--- src/rtl/trbs_pkg.sv ---
package trbs_pkg;
  localparam int TRB_W     = 128;
  localparam int PTR_LSB   = 0;
  localparam int SEGL_LSB  = 64;
  localparam int SEGL_BITS = 17;
  localparam int CODE_LSB  = 81;
  localparam int CODE_BITS = 5;
  localparam int CYC_BIT   = 96;
  localparam int CHAIN_BIT = 97;
  localparam int IOC_BIT   = 98;

  typedef enum logic {ST_IDLE, ST_EMIT} split_state_e;

  function automatic logic [TRB_W-1:0] pack_trb(
    input logic [63:0]          ptr,
    input logic [SEGL_BITS-1:0] seg_len,
    input logic [CODE_BITS-1:0] code,
    input logic                 cyc,
    input logic                 chain,
    input logic                 ioc
  );
    logic [TRB_W-1:0] w;
    w = '0;
    w[PTR_LSB +: 64]          = ptr;
    w[SEGL_LSB +: SEGL_BITS]  = seg_len;
    w[CODE_LSB +: CODE_BITS]  = code;
    w[CYC_BIT]                = cyc;
    w[CHAIN_BIT]              = chain;
    w[IOC_BIT]                = ioc;
    return w;
  endfunction
endpackage

--- src/rtl/trbs_len_check.sv ---
module trbs_len_check #(
  parameter int LEN_W = 27
) (
  input  logic [LEN_W-1:0] len,
  output logic             too_long
);
  localparam logic [LEN_W-1:0] LIMIT = {1'b1, {(LEN_W-1){1'b0}}};
  assign too_long = len > LIMIT;
endmodule

--- src/rtl/trbs_seg_calc.sv ---
module trbs_seg_calc #(
  parameter int ADDR_W     = 64,
  parameter int LEN_W      = 27,
  parameter int BOUND_LOG2 = 16
) (
  input  logic [ADDR_W-1:0]   addr,
  input  logic [LEN_W-1:0]    rem,
  output logic [BOUND_LOG2:0] seg,
  output logic                last
);
  localparam int SEG_W = BOUND_LOG2 + 1;
  localparam int CMP_W = (LEN_W > SEG_W) ? LEN_W : SEG_W;

  logic [SEG_W-1:0] to_bound;
  logic [CMP_W-1:0] rem_x;
  logic [CMP_W-1:0] bnd_x;

  // bytes from addr up to (and excluding) the next aligned boundary
  assign to_bound = {1'b1, {BOUND_LOG2{1'b0}}} - {1'b0, addr[BOUND_LOG2-1:0]};
  assign rem_x    = CMP_W'(rem);
  assign bnd_x    = CMP_W'(to_bound);
  assign last     = rem_x <= bnd_x;
  assign seg      = last ? SEG_W'(rem_x) : to_bound;
endmodule

--- src/rtl/trbs_size_enc.sv ---
module trbs_size_enc #(
  parameter int LEN_W      = 27,
  parameter int SIZE_SHIFT = 10,
  parameter int SIZE_W     = 5
) (
  input  logic [LEN_W-1:0]  rem,
  output logic [SIZE_W-1:0] code
);
  localparam int CAP_LOG2 = SIZE_SHIFT + SIZE_W;

  generate
    if (LEN_W > CAP_LOG2) begin : g_sat
      logic over;
      assign over = |rem[LEN_W-1:CAP_LOG2];
      assign code = over ? {SIZE_W{1'b1}} : rem[CAP_LOG2-1:SIZE_SHIFT];
    end else begin : g_nosat
      assign code = SIZE_W'(rem >> SIZE_SHIFT);
    end
  endgenerate
endmodule

--- src/rtl/trbs_splitter.sv ---
module trbs_splitter
  import trbs_pkg::*;
#(
  parameter int ADDR_W     = 64,
  parameter int LEN_W      = 27,
  parameter int BOUND_LOG2 = 16,
  parameter int SIZE_SHIFT = 10,
  parameter int SIZE_W     = 5
) (
  input  logic              clk,
  input  logic              rst_n,
  input  logic              cycle_in,
  input  logic              req_valid,
  output logic              req_ready,
  input  logic [ADDR_W-1:0] req_addr,
  input  logic [LEN_W-1:0]  req_len,
  output logic              trb_valid,
  input  logic              trb_ready,
  output logic [TRB_W-1:0]  trb_data,
  output logic              done,
  output logic              err
);
  localparam int SEG_W = BOUND_LOG2 + 1;

  split_state_e      state_q;
  logic [ADDR_W-1:0] addr_q;
  logic [LEN_W-1:0]  rem_q;
  logic              cyc_q;
  logic              done_q;
  logic              err_q;

  logic              too_long;
  logic [SEG_W-1:0]  seg;
  logic              last;
  logic [SIZE_W-1:0] code;
  logic              take_req;
  logic              take_trb;

  trbs_len_check #(.LEN_W(LEN_W)) u_len_check (
    .len      (req_len),
    .too_long (too_long)
  );

  trbs_seg_calc #(
    .ADDR_W     (ADDR_W),
    .LEN_W      (LEN_W),
    .BOUND_LOG2 (BOUND_LOG2)
  ) u_seg_calc (
    .addr (addr_q),
    .rem  (rem_q),
    .seg  (seg),
    .last (last)
  );

  trbs_size_enc #(
    .LEN_W      (LEN_W),
    .SIZE_SHIFT (SIZE_SHIFT),
    .SIZE_W     (SIZE_W)
  ) u_size_enc (
    .rem  (rem_q),
    .code (code)
  );

  assign req_ready = (state_q == ST_IDLE);
  assign trb_valid = (state_q == ST_EMIT);
  assign take_req  = req_valid && req_ready;
  assign take_trb  = trb_valid && trb_ready;
  assign done      = done_q;
  assign err       = err_q;

  assign trb_data = pack_trb(64'(addr_q), SEGL_BITS'(seg), CODE_BITS'(code),
                             cyc_q, !last, last);

  always_ff @(posedge clk or negedge rst_n) begin
    if (!rst_n) begin
      state_q <= ST_IDLE;
      addr_q  <= '0;
      rem_q   <= '0;
      cyc_q   <= 1'b0;
      done_q  <= 1'b0;
      err_q   <= 1'b0;
    end else begin
      done_q <= 1'b0;
      err_q  <= 1'b0;
      case (state_q)
        ST_IDLE: begin
          if (take_req) begin
            if (too_long) begin
              err_q <= 1'b1;
            end else begin
              addr_q  <= req_addr;
              rem_q   <= req_len;
              cyc_q   <= cycle_in;
              state_q <= ST_EMIT;
            end
          end
        end
        ST_EMIT: begin
          if (take_trb) begin
            if (last) begin
              state_q <= ST_IDLE;
              done_q  <= 1'b1;
            end else begin
              addr_q <= addr_q + ADDR_W'(seg);
              rem_q  <= rem_q - LEN_W'(seg);
            end
          end
        end
        default: state_q <= ST_IDLE;
      endcase
    end
  end
endmodule

--- config.mk ---
export PLATFORM = sky130hd
export DESIGN_NAME = trbs_splitter
export DESIGN_NICKNAME = d
export VERILOG_FILES = /design/src/rtl/trbs_pkg.sv /design/src/rtl/trbs_len_check.sv /design/src/rtl/trbs_seg_calc.sv /design/src/rtl/trbs_size_enc.sv /design/src/rtl/trbs_splitter.sv
export SDC_FILE = /design/constraint.sdc
export NUM_CORES = 1
export LEC_CHECK = 0
export BUFFER_PORTS_ARGS = -buffer_cell sky130_fd_sc_hd__buf_2
export CELL_PAD_IN_SITES_DETAIL_PLACEMENT = 1
export CELL_PAD_IN_SITES_GLOBAL_PLACEMENT = 2
export CORE_ASPECT_RATIO = 1.25
export CORE_UTILIZATION = 31
export CTS_CLUSTER_SIZE = 40
export DETAILED_ROUTE_END_ITERATION = 12
export PLACE_DENSITY_LB_ADDON = 0.1
export SYNTH_ARGS = -nofsm -noshare
export SYNTH_HDL_FRONTEND = slang
export SYNTH_SLANG_ARGS = --single-unit
--- constraint.sdc ---
create_clock -name clk -period 7.3 [get_ports clk]
set_input_delay 1.46 -clock clk [delete_from_list [all_inputs] [get_ports clk]]
set_output_delay 1.46 -clock clk [all_outputs]
set_load 0.005 [all_outputs]
# Yosys cells after proc, flatten, opt, wreduce, memory -nomap -nowiden
# Index checks and enable logic that the tools add are counted.
# Widths: inputs -> output; s select.
[word_totals]
out_inout_bits = 132
ff_bits = 95
wordCells = 46
input_bits = 96
[classes]
n_mux = 23
n_addsub = 3
reduce_logical = 6
n_eq_ne = 4
bitwise = 2
order_cmp = 2
[ops]
columns = ["op", "count"]
rows = [
  ["$mux 64", 4],
  ["$pmux 64 s2", 1],
  ["$mux 27", 4],
  ["$add 64x17->64", 1],
  ["$pmux 27 s2", 1],
  ["$gt 27x27->1 const B", 1],
  ["$le 27x17->1", 1],
  ["$sub 27x17->27", 1],
  ["$mux 17", 1],
  ["$sub 17x16->17 const A", 1],
  ["$reduce_or 12->1", 1],
  ["$mux 1", 10],
  ["$mux 5", 1],
  ["$ne 2x1->1 const B", 2],
  ["$ne 2x2->1 const B", 2],
  ["$reduce_and 4->1", 1],
  ["$reduce_and 3->1", 1],
  ["$logic_and 1x1->1", 2],
  ["$not 1->1", 2],
  ["$pmux 1 s2", 1],
  ["$logic_not 1->1", 1],
]

# Longest topological paths before layout
# Gate-level depths: netlist of the first run.
[depth]
depth_word = 7
ltp_mapped = 26
ltp_nobuf = 25

# By module
# Synthesis of the first run repeated with hierarchy kept, for this count alone.
[unflattened]
cells_unflattened = 1047
area_unflattened_um2 = 8594.5
[by_module_without_submodules]
columns = ["module", "instances", "cells_per_inst", "area_each_um2", "seq_area_each_um2"]
rows = [
  ["trbs_splitter", 1, 904, 7518.5, 2377.3],
  ["trbs_seg_calc", 1, 125, 934.6, 0.0],
  ["trbs_size_enc", 1, 8, 81.3, 0.0],
  ["trbs_len_check", 1, 10, 60.1, 0.0],
]

# Least setup slack after synthesis of the first run
# OpenSTA, ideal clock, no wires.
[synth_path]
path_kind = "reg-to-reg"
start = "register addr_q[3]"
end = "register addr_q[48]"
required_time_ns = 7.178
t_arrival_ns = 6.374
path_stages_with_launch = 27
period_less_slack_ns = 6.496
setup_ns = 0.122
path_buffers = 1
path_slack_ns = 0.804
path_cell_list = "dfrtp_1 -> or4_1 -> or3_1 -> nor4_1 -> nand2_1 -> nor4_1 -> xnor2_1 -> inv_1 -> ha_1 -> nor3b_1 -> o21ai_0 -> a21oi_1 -> a2111o_1 -> nand2_1 -> clkbuf_1 -> nand2_1 -> o21ai_0 -> ha_1 -> inv_1 -> fa_1 -> nand2b_1 -> a21oi_1 -> o2111ai_1 -> a31oi_1 -> o2111ai_1 -> or4_1 -> o2111a_1"
[synth_between]
elab_chain_len = 7
word_cells_on_any_way = 9
classes_between = "add/sub (2); order compare (1); eq/ne (1); mux (4); reduce/logical (1)"
[synth_rtl]
columns = ["item", "line", "text"]
rows = [
  ["start, declared", "trbs_splitter.sv:26", "logic [ADDR_W-1:0] addr_q;"],
  ["start signal, assigned", "trbs_splitter.sv:91", "addr_q <= req_addr;"],
  ["start signal, assigned", "trbs_splitter.sv:104", "addr_q <= addr_q + ADDR_W'(seg);"],
  ["$sub 17x16->17", "trbs_seg_calc.sv:19", "assign to_bound = {1'b1, {BOUND_LOG2{1'b0}}} - {1'b0, addr[BOUND_LOG2-1:0]};"],
  ["$le 27x17->1", "trbs_seg_calc.sv:22", "assign last = rem_x <= bnd_x;"],
  ["named net last", "trbs_splitter.sv:34", "logic last;"],
  ["$mux 17", "trbs_seg_calc.sv:23", "assign seg = last ? SEG_W'(rem_x) : to_bound;"],
  ["named net trb_data[64]", "trbs_splitter.sv:19", "output logic [TRB_W-1:0] trb_data,"],
  ["$add 64x17->64", "trbs_splitter.sv:104", ""],
  ["$mux 64", "trbs_splitter.sv:100", "if (last) begin"],
  ["$mux 64", "trbs_splitter.sv:99", "if (take_trb) begin"],
  ["$pmux 64 s2", "trbs_splitter.sv:85", "case (state_q)"],
]
# The timed path passes the listed nets, and every way through them passes these cells. The select of a mux whose other input is x is not followed.
# A chain may end at the register's enable or synchronous reset.

# Worst setup path in the final report of the first run
[layout_path]
start = "register addr_q[2]"
end = "register addr_q[37]"
[layout_between]
elab_chain_len = 7
word_cells_on_any_way = 9
classes_between = "add/sub (2); order compare (1); eq/ne (1); mux (4); reduce/logical (1)"
[layout_rtl]
columns = ["item", "line"]
rows = [
  ["$sub 17x16->17", "trbs_seg_calc.sv:19"],
  ["$le 27x17->1", "trbs_seg_calc.sv:22"],
  ["$mux 17", "trbs_seg_calc.sv:23"],
  ["$add 64x17->64", "trbs_splitter.sv:104"],
  ["$mux 64", "trbs_splitter.sv:100"],
  ["$mux 64", "trbs_splitter.sv:99"],
  ["$pmux 64 s2", "trbs_splitter.sv:85"],
]
# Several ways; a longest one is shown, not always the timed one. The select of a mux whose other input is x is not followed.

==> reports/results.ini, run 1 <==
[final_layout]
nNetsFinal=1446
utilization=0.3700
fin_cells=1656
finish.instance_area_um2=10540
nFillCells=3545
drive_gt1_frac=0.2045
syn2layout_area_growth_pct=16.79
antenna_cells=0

[route]
post-route-drc-count=0
first_pass_iters=4
vias_per_cell=5.778
drtIter0Drc=367
wirelength_um=37410
num_vias=9569
wl_per_cell_um=22.59
ant_nets=0

[clocking]
cts_tree=built
cts_root_buf=clkbuf_16
cts_made_buffers=9
clock-sinks=95
cts_buffer_depth=2
path_clk_slew_ps=80
htreeDepth=3
insertion_delay_ps=370

[floorplanning]
die_area_um2=29810
die_y_um=192.8
core_area_um2=28490
pin_count=228
start_util=0.3168
die_w_um=154.6
rows=69

[place]
dp_hpwl_um=27970
portBuffers=188
place_area_um2=10160
place_congestion=0.8547
dp_slack_ps=150.9
place_inst=1639

[pwr]
p_sw_frac=0.5016
ir_drop_mv=0.1208
switchingPower_uw=2225
clkPwrFrac=0.127
p_int_uw=2211
power.leakage_uw=0.004900
power_frac_seq=0.205
p_per_area_nw_per_um2=420.8
combPwrFrac=0.668

[synthesis]
netlist_instances=1136
ys_seq_elements=95
synth_ff_type=dfrtp_1
syn_area_um2=9026
synth-edff-count=0
synth_warnings=0
yosys.area.top_type=dfrtp_1
yosys.area.top_type_share=0.2634
ys_types=78
synth.area.top_cells=dfrtp_1 (26%), ha_1 (7.2%), nor2_1 (4.0%), a21oi_1 (3.8%), buf_4 (3.7%)
avgSynthCellArea_um2=7.946
yosysSeqAreaShare=0.2634
async_reset_ff_frac=1.000

[setup_path]
cp_data_required_time_ps=7560
crit_type=reg2reg
worst_path_max_delay_cell=or4_1
path_common_cell=nand2_1
r2r_cells=25
critPathMaxFanout=20
rrSetupSlack_ps=520
start_kind=register
worst_r2r_endpoint=addr_q[37]
cp-endpoint=addr_q[37]
cp.arrival_ps=7040
cp-startpoint=addr_q[2]
crit_path_max_incr_delay_ps=580
regToRegStartpoint=addr_q[2]
cp-end-kind=register

[timing]
fin_ws_ps=524.6
rsz0062_at_grt=false
tightest_slew_ps=970.3
finalClockSkew_ps=9.331
finalCritPeriodShare=0.9281
slew_headroom=0.3516
slew_violations=0
finalSetupViolCount=0
period_minus_slack_ps=6775
timing.final.hold_violations=0
fmax_mhz=147.6
setup_tns_ps=0

[global_route]
grt.total_usage=0.2535
antenna_found_initial=1
grt_max_degree=75
overflow=0
grt_pass1_wl_um=57280
grt_pass1_vias=9534

[run_status]
outcome=completed

[worst_hold_path]
min_path_type=reg2reg

[run]
drv_cap=0

[cells in the mapped netlist, types with 14 or more instances]
cell type / count
a211oi_1: 21
a21o_1: 18
a21oi_1: 68
a31oi_1: 23
and3_1: 27
buf_4: 44
clkbuf_1: 34
dfrtp_1: 95
ha_1: 52
inv_1: 56
mux2i_1: 29
nand2_1: 82
nand2b_1: 17
nand3_1: 65
nand4_1: 24
nor2_1: 96
nor3_1: 57
nor4_1: 18
o21ai_0: 50
xnor2_1: 19
xor2_1: 14
[logic make-up (layout without fill, tap and decap cells)]
kind of cell	Yosys count	after routing	synth area share
AOI/OAI and AO/OA	317	317	0.2479
xor gates and xnor gates	33	33	0.03202
adders and majority gates	54	54	0.07652
buffers and inverters	153	280	0.08511
DFF	95	95	0.2634
muxes	41	41	0.04713
other	1	39	0.0004155
and+or+nand+nor	442	442	0.2476
[how the worst min path moves through the flow]
stage / depth (start not counted) / endpoint / start
CTS: 2 / cyc_q / cyc_q
global placement: 2 / cyc_q / cyc_q
global route: 2 / cyc_q / cyc_q
detailed placement: 2 / cyc_q / cyc_q
finish: 2 / cyc_q / cyc_q
floorplan: 2 / cyc_q / cyc_q
[routing by layer]
metal | share of wire | track usage
met1 | 0.44 | 0.3158
met2 | 0.50 | 0.4523
met3 | 0.035 | 0.02919
met4 | 0.022 | 0.08416
met5 | 0.00029 | 0
[layout make-up]
| type | instances | area, um^2 | area share |
|---|---|---|---|
| Clock buffer | 10 | 239.0 | 0.02267 |
| Clock inverter | 6 | 92.59 | 0.008783 |
| Multi-Input combinational cell | 926 | 6081 | 0.5769 |
| Sequential cell | 95 | 2381 | 0.2259 |
| Inverter | 57 | 214.0 | 0.02030 |
| Timing Repair Buffer | 207 | 1090 | 0.1034 |
| Tap cell | 355 | 444.2 | 0.04214 |
[registers in the layout, indices dropped and copies added, names as in the netlist]
| name | flops |
|---|---|
| rem_q | 27 |
| trb_valid | 1 |
| cyc_q | 1 |
| done | 1 |
| err | 1 |
| addr_q | 64 |
[cell usage in the layout, fill, tap and decap left out, types with 8 or more instances in the layout]
cell type | netlist | routed
buf_2 | 10 | 187
nor2_1 | 96 | 96
dfrtp_1 | 95 | 94
nand2_1 | 82 | 82
a21oi_1 | 68 | 68
nand3_1 | 65 | 65
nor3_1 | 57 | 57
inv_1 | 56 | 55
ha_1 | 52 | 52
o21ai_0 | 50 | 50
conb_1 | 1 | 39
mux2i_1 | 29 | 29
and3_1 | 27 | 27
nand4_1 | 24 | 24
a31oi_1 | 23 | 22
xnor2_1 | 19 | 19
a211oi_1 | 21 | 19
buf_4 | 44 | 19
a21o_1 | 18 | 18
nor4_1 | 18 | 17
nand2b_1 | 17 | 17
xor2_1 | 14 | 14
or3_1 | 13 | 13
mux2_2 | 12 | 12
o211ai_1 | 10 | 10
and4_1 | 10 | 10
clkbuf_16 | 0 | 9
o32ai_1 | 8 | 8
o211a_1 | 8 | 8
[stage by stage]
| step | hold WS (ps) | power (uW) |
|---|---|---|
| final | 464.4 | 4436 |
| after CTS | 472.5 | 4452 |
| after floorplan | 440.0 | 2949 |
| after global placement | 448.9 | 3841 |
| after global routing | 494.2 | 4829 |
| after detailed placement | 455.2 | 3869 |
[what timing repair did]
| action | in CTS | in global routing |
|---|---|---|
| gates resized for setup | 0 | 8 |
| endpoints found under the setup margin | 0 | 22 |
| buffers inserted | 0 | 1 |
| hold buffers | 0 | 0 |
[critical path, delay by kind of cell, from the launching register on]
kind | cells | cell delay (ps)
simple gates | 12 | 3190
mux | 1 | 340
compound gates | 5 | 1010
fa+ha+maj | 2 | 760
xor+xnor | 1 | 210
buf+inv | 4 | 650
flops | 1 | 470
[power by group through the flow]
stage	clock network [uW]	logic [uW]	registers (uW)
after detailed placement	0	2950	920
after global placement	0	2920	919
after global routing	591	3310	931
after CTS	576	2970	910
final	562	2960	911
after floorplan	0	2130	817
Note: power is estimated with default switching activity, not from simulation.
==> run 2, diff against run 1 <==
- SYNTH_HIERARCHICAL: default -> 1
==> reports/results.ini, run 2 <==
[timing]
hold_ws_ps=482.6
slew_headroom=0.2891
timing.final.hold_violations=0
fmax_mhz=149.6
setup_tns_ps=0
finalClockSkew_ps=8.387
finalSetupViolCount=0
finalCritPeriodShare=0.9159
period_minus_slack_ps=6686
tightest_slew_ps=1057
rsz0062_at_grt=false
slew_violations=0

[synthesis]
ys_types=89
ys_seq_elements=95
yosys.area.top_type_share=0.2766
avgSynthCellArea_um2=8.209
yosys.area.top_type=dfrtp_1
synth_ff_type=dfrtp_1
synth_warnings=6
yosysSeqAreaShare=0.2766
synth-edff-count=0
syn_area_um2=8594
netlist_instances=1047
synth.area.top_cells=dfrtp_1 (28%), ha_1 (7.6%), a21oi_1 (5.4%), mux2i_1 (4.8%), nand2_1 (4.0%)
synth.top_cells.by_count=dfrtp_1 (95), a21oi_1 (92), nand2_1 (92)
async_reset_ff_frac=1.000
yosysMostFrequentCell=dfrtp_1

[global_route]
grt_max_degree=64
overflow=0
grt_pass1_vias=8817
grt_pass1_wl_um=50160
antenna_found_initial=0
grt.total_usage=0.2311

[floorplanning]
rows=67
start_util=0.3184
die_area_um2=28400
pin_count=228
core_area_um2=26990
die_y_um=188.2
die_w_um=150.9

[pwr]
power.leakage_uw=0.004723
p_per_area_nw_per_um2=517.8
ir_drop_mv=0.2226

[clocking]
cts_root_buf=clkbuf_16
holdBufCountCts=0
cts_buffer_depth=2
cts_setup_buffers=0
cts_made_buffers=9
cts_tree=built
path_clk_slew_ps=80
insertion_delay_ps=370
clock-sinks=95
postCtsResizedCells=0
htreeDepth=3

[place]
place_inst=1536
portBuffers=188
place_congestion=0.7974
dp_hpwl_um=24370

[route]
drtIter0Drc=274
post-route-drc-count=0
first_pass_iters=4
vias_per_cell=5.471
ant_nets=0
num_vias=8491
wl_per_cell_um=20.75
wirelength_um=32200

[setup_path]
cp.arrival_ps=6980
critPathMaxFanout=14
cp-end-kind=register
cp_data_required_time_ps=7600
crit_type=reg2reg
start_kind=register

[run_status]
outcome=completed

[final_layout]
nNetsFinal=1352
drive_gt1_frac=0.2278
nFillCells=3331
top_regs=addr_q (64), rem_q (27)
top_register=addr_q
syn2layout_area_growth_pct=16.20
mostFrequentLayoutCell=buf_2
antenna_cells=0
largest_reg_flops=64
fin_cells=1552
layout_common_cells=buf_2 (187), dfrtp_1 (94), a21oi_1 (92), nand2_1 (91), nor2_1 (75)

[worst_hold_path]
min_path_type=reg2reg

[run]
drv_cap=0

run 2: area by class of cell:
cell class	count	area (um^2)	share of cell area
Multi-Input combinational cell	841	5639	0.5646
Sequential cell	95	2381	0.2384
Timing Repair Buffer	201	1066	0.1067
Tap cell	345	431.7	0.04322
Clock buffer	11	232.7	0.02330
Inverter	54	202.7	0.02030
Clock inverter	5	33.78	0.003383
run 2: logic make-up after synthesis:
logic type      share of synthesized area
other cells                     0.0004363
fa+ha+maj                         0.08036
flops                              0.2766
mux                               0.05037
simple gates                       0.2337
xor+xnor                          0.04047
buf+inv                           0.08706
compound gates                     0.2310
run 2: worst max-delay path: stages, from the launching register on:
cell	delay, ps
dfrtp_1	450
or4_4	570
or4b_4	550
or3_4	360
xnor2_2	150
ha_1	320
nand4_1	150
a211oi_1	250
a211oi_1	110
a211oi_4	460
buf_4	350
mux2i_1	300
ha_1	400
nand3_1	170
nor2_1	70
a2111oi_2	520
a21oi_2	200
o21ai_4	510
nor2_2	220
a311o_1	360
a21oi_1	130
run 2: per-layer routing:
layer | up-vias | GRT usage | wire length, um
met2 | 191 | 0.4053 | 16150
met5 | - | 0 | 0
met4 | 0 | 0.06962 | 727
met1 | 4160 | 0.2927 | 14290
li1 | 4100 | - | -
met3 | 40 | 0.02530 | 1041
run 2: path summary, 6_finish.rpt:
kind / start / to / slack [ps] / depth (start not counted)
hold / removal: cyc_q / cyc_q / 480 / 2
max in group asynchronous: rst_n / trb_valid / 4890 / 2
hold reg to reg: cyc_q / cyc_q / 480 / 2
min in group asynchronous: rst_n / cyc_q / 1120 / 1
setup / recovery: addr_q[2] / addr_q[52] / 610 / 20
setup reg to reg: addr_q[2] / addr_q[52] / 610 / 20
run 2: power breakdown:
group / internal (uW) / switching (uW) / leakage (uW)
combinational: 1480 / 2050 / 0.00348
sequential: 762 / 408 / 0.00112
clock: 232 / 235 / 0.000126
total: 2480 / 2690 / 0.00472
run 2: per-stage QoR:
step	utilization	worst slack [ps]	area, um^2	power [uW]
finish	0.3700	613.9	9987	5171
global placement	0.3601	613.8	9721	4699
CTS	0.3700	577.4	9987	5224
global route	0.3700	177.3	9987	5678
floorplan	-	1558	8737	3611
detailed placement	0.3601	612.5	9721	4725
==> run 3, diff against run 2 <==
- BUFFER_PORTS_ARGS: -buffer_cell sky130_fd_sc_hd__buf_2 -> default
- CORE_MARGIN: default -> 4
- CORE_UTILIZATION: 31 -> 38
- DONT_BUFFER_PORTS: default -> 1
- SKIP_CTS_REPAIR_TIMING: default -> 1
==> reports/results.ini, run 3 (synthesized netlist as in run 2, its figures left out) <==
[clocking]
insertion_delay_ps=360
cts_buffer_depth=2
path_clk_slew_ps=80
cts_tree=built
cts_made_buffers=9
clock-sinks=95
htreeDepth=3
cts_root_buf=clkbuf_16

[route]
post-route-drc-count=0
ant_nets=0
drtIter0Drc=389
wl_per_cell_um=23.26
first_pass_iters=4
wirelength_um=30590
num_vias=7841
vias_per_cell=5.963

[final_layout]
nNetsFinal=1174
mostFrequentLayoutCell=dfrtp_1
syn2layout_area_growth_pct=6.056
drive_gt1_frac=0.09524
fin_cells=1315
largest_reg_flops=64
top_register=addr_q
top_regs=addr_q (64), rem_q (27)
layout_common_cells=dfrtp_1 (94), a21oi_1 (92), nand2_1 (91), nor2_1 (75), inv_1 (53)

[setup_path]
crit_buf_inv=1
cpLargestDelayFamily=simple AND/OR/NAND/NOR gates
cp_data_required_time_ps=7550
crit_chain=or4_4 -> or4b_4 -> or3_4 -> xnor2_2 -> ha_1 -> nand4_1 -> or3_1 -> nor4_1 -> a211oi_4 -> mux2i_1 -> ha_1 -> inv_1 -> fa_1 -> a21oi_1 -> o221a_2 -> o21ai_1 -> a221oi_2 -> o21ai_1 -> o31ai_4 -> a311oi_1 -> a311oi_1
critPathMaxFanout=7
cp.arrival_ps=6950
cp-startpoint=addr_q[2]
worst_path_max_delay_cell=or4_4
crit_path_max_incr_delay_ps=590
cp-end-kind=register
crit_type=reg2reg
regToRegStartpoint=addr_q[2]
start_kind=register

[timing]
fmax_mhz=149.2
timing.final.hold_violations=0
period_minus_slack_ps=6704
rsz0062_at_grt=false
setup_tns_ps=0
finalSetupViolCount=0
slew_violations=0
finalCritPeriodShare=0.9184
slew_headroom=0.1969
finalClockSkew_ps=14.59
tightest_slew_ps=1194

[pwr]
power_frac_seq=0.240
power.leakage_uw=0.004070
combPwrFrac=0.648
p_int_uw=2465
switchingPower_uw=2614
clkPwrFrac=0.113
p_per_area_nw_per_um2=557.2
ir_drop_mv=0.2790
p_sw_frac=0.5147

[global_route]
antenna_found_initial=1
grt_max_degree=96
grt_pass1_vias=8128
grt_pass1_wl_um=47670
overflow=0
grt.total_usage=0.2396

[floorplanning]
core_area_um2=22290
start_util=0.3856
die_y_um=176.1
die_w_um=142.5
pin_count=228
die_area_um2=25100
rows=61

[place]
place_congestion=0.8113
portBuffers=0
place_inst=1296
dp_hpwl_um=23080

[worst_hold_path]
min_path_type=reg2reg
hp-start=cyc_q

[run]
drv_cap=0

[run_status]
outcome=completed

-- run 3: routing by layer --
metal	up-vias	GRT usage	wire, um
li1	3738	-	-
met1	3904	0.3028	12830
met2	178	0.4199	15440
met3	21	0.04660	1732
met4	0	0.05586	584
met5	-	0	0
-- run 3: worst paths after layout --
| check | end | slack [ps] | depth (start not counted) |
|---|---|---|---|
| max in group asynchronous | rem_q[16] | 6360 | 0 |
| hold reg to reg | cyc_q | 510 | 2 |
| hold / removal | cyc_q | 510 | 2 |
| min in group asynchronous | addr_q[57] | 800 | 0 |
| setup reg to reg | rem_q[20] | 600 | 21 |
| setup / recovery | rem_q[20] | 600 | 21 |
-- run 3: per-stage QoR --
stage	power [uW]	setup slack, ps	hold slack (ps)	util	area (um^2)
floorplan	3611	1558	446.9	-	8737
global placement	4495	741.9	490.4	0.3932	8762
detailed placement	4526	634.2	494.7	0.3932	8762
CTS	5136	565.0	513.9	0.4087	9107
global route	5624	231.9	544.3	0.4089	9112
finish	5079	595.9	507.4	0.4090	9115
-- run 3: area by class of cell --
cell class / count / area, um^2
fill: 2687 / 13170
sequential: 95 / 2381
clock inverter: 6 / 116.4
tap: 283 / 354.1
timing repair buffer: 23 / 185.2
clock buffer: 10 / 229.0
multi-input combinational: 841 / 5639
antenna: 3 / 7.507
inverter: 54 / 202.7
-- run 3: power by group through the flow --
stage,combinational [uW],clock (uW),sequential [uW]
after CTS,3320,594,1220
after floorplan,2570,0,1040
after global routing,3740,614,1270
after global placement,3270,0,1230
after detailed placement,3300,0,1230
final,3290,571,1220
-- run 3: worst reg2reg max path, delay by kind of cell, from the launching register on --
family	cells	cell delay (ps)
DFF	1	490
adders and majority gates	3	970
muxes	1	390
and+or+nand+nor	6	2410
buffers and inverters	1	60
xor gates and xnor gates	1	140
AOI/OAI and AO/OA	9	2150
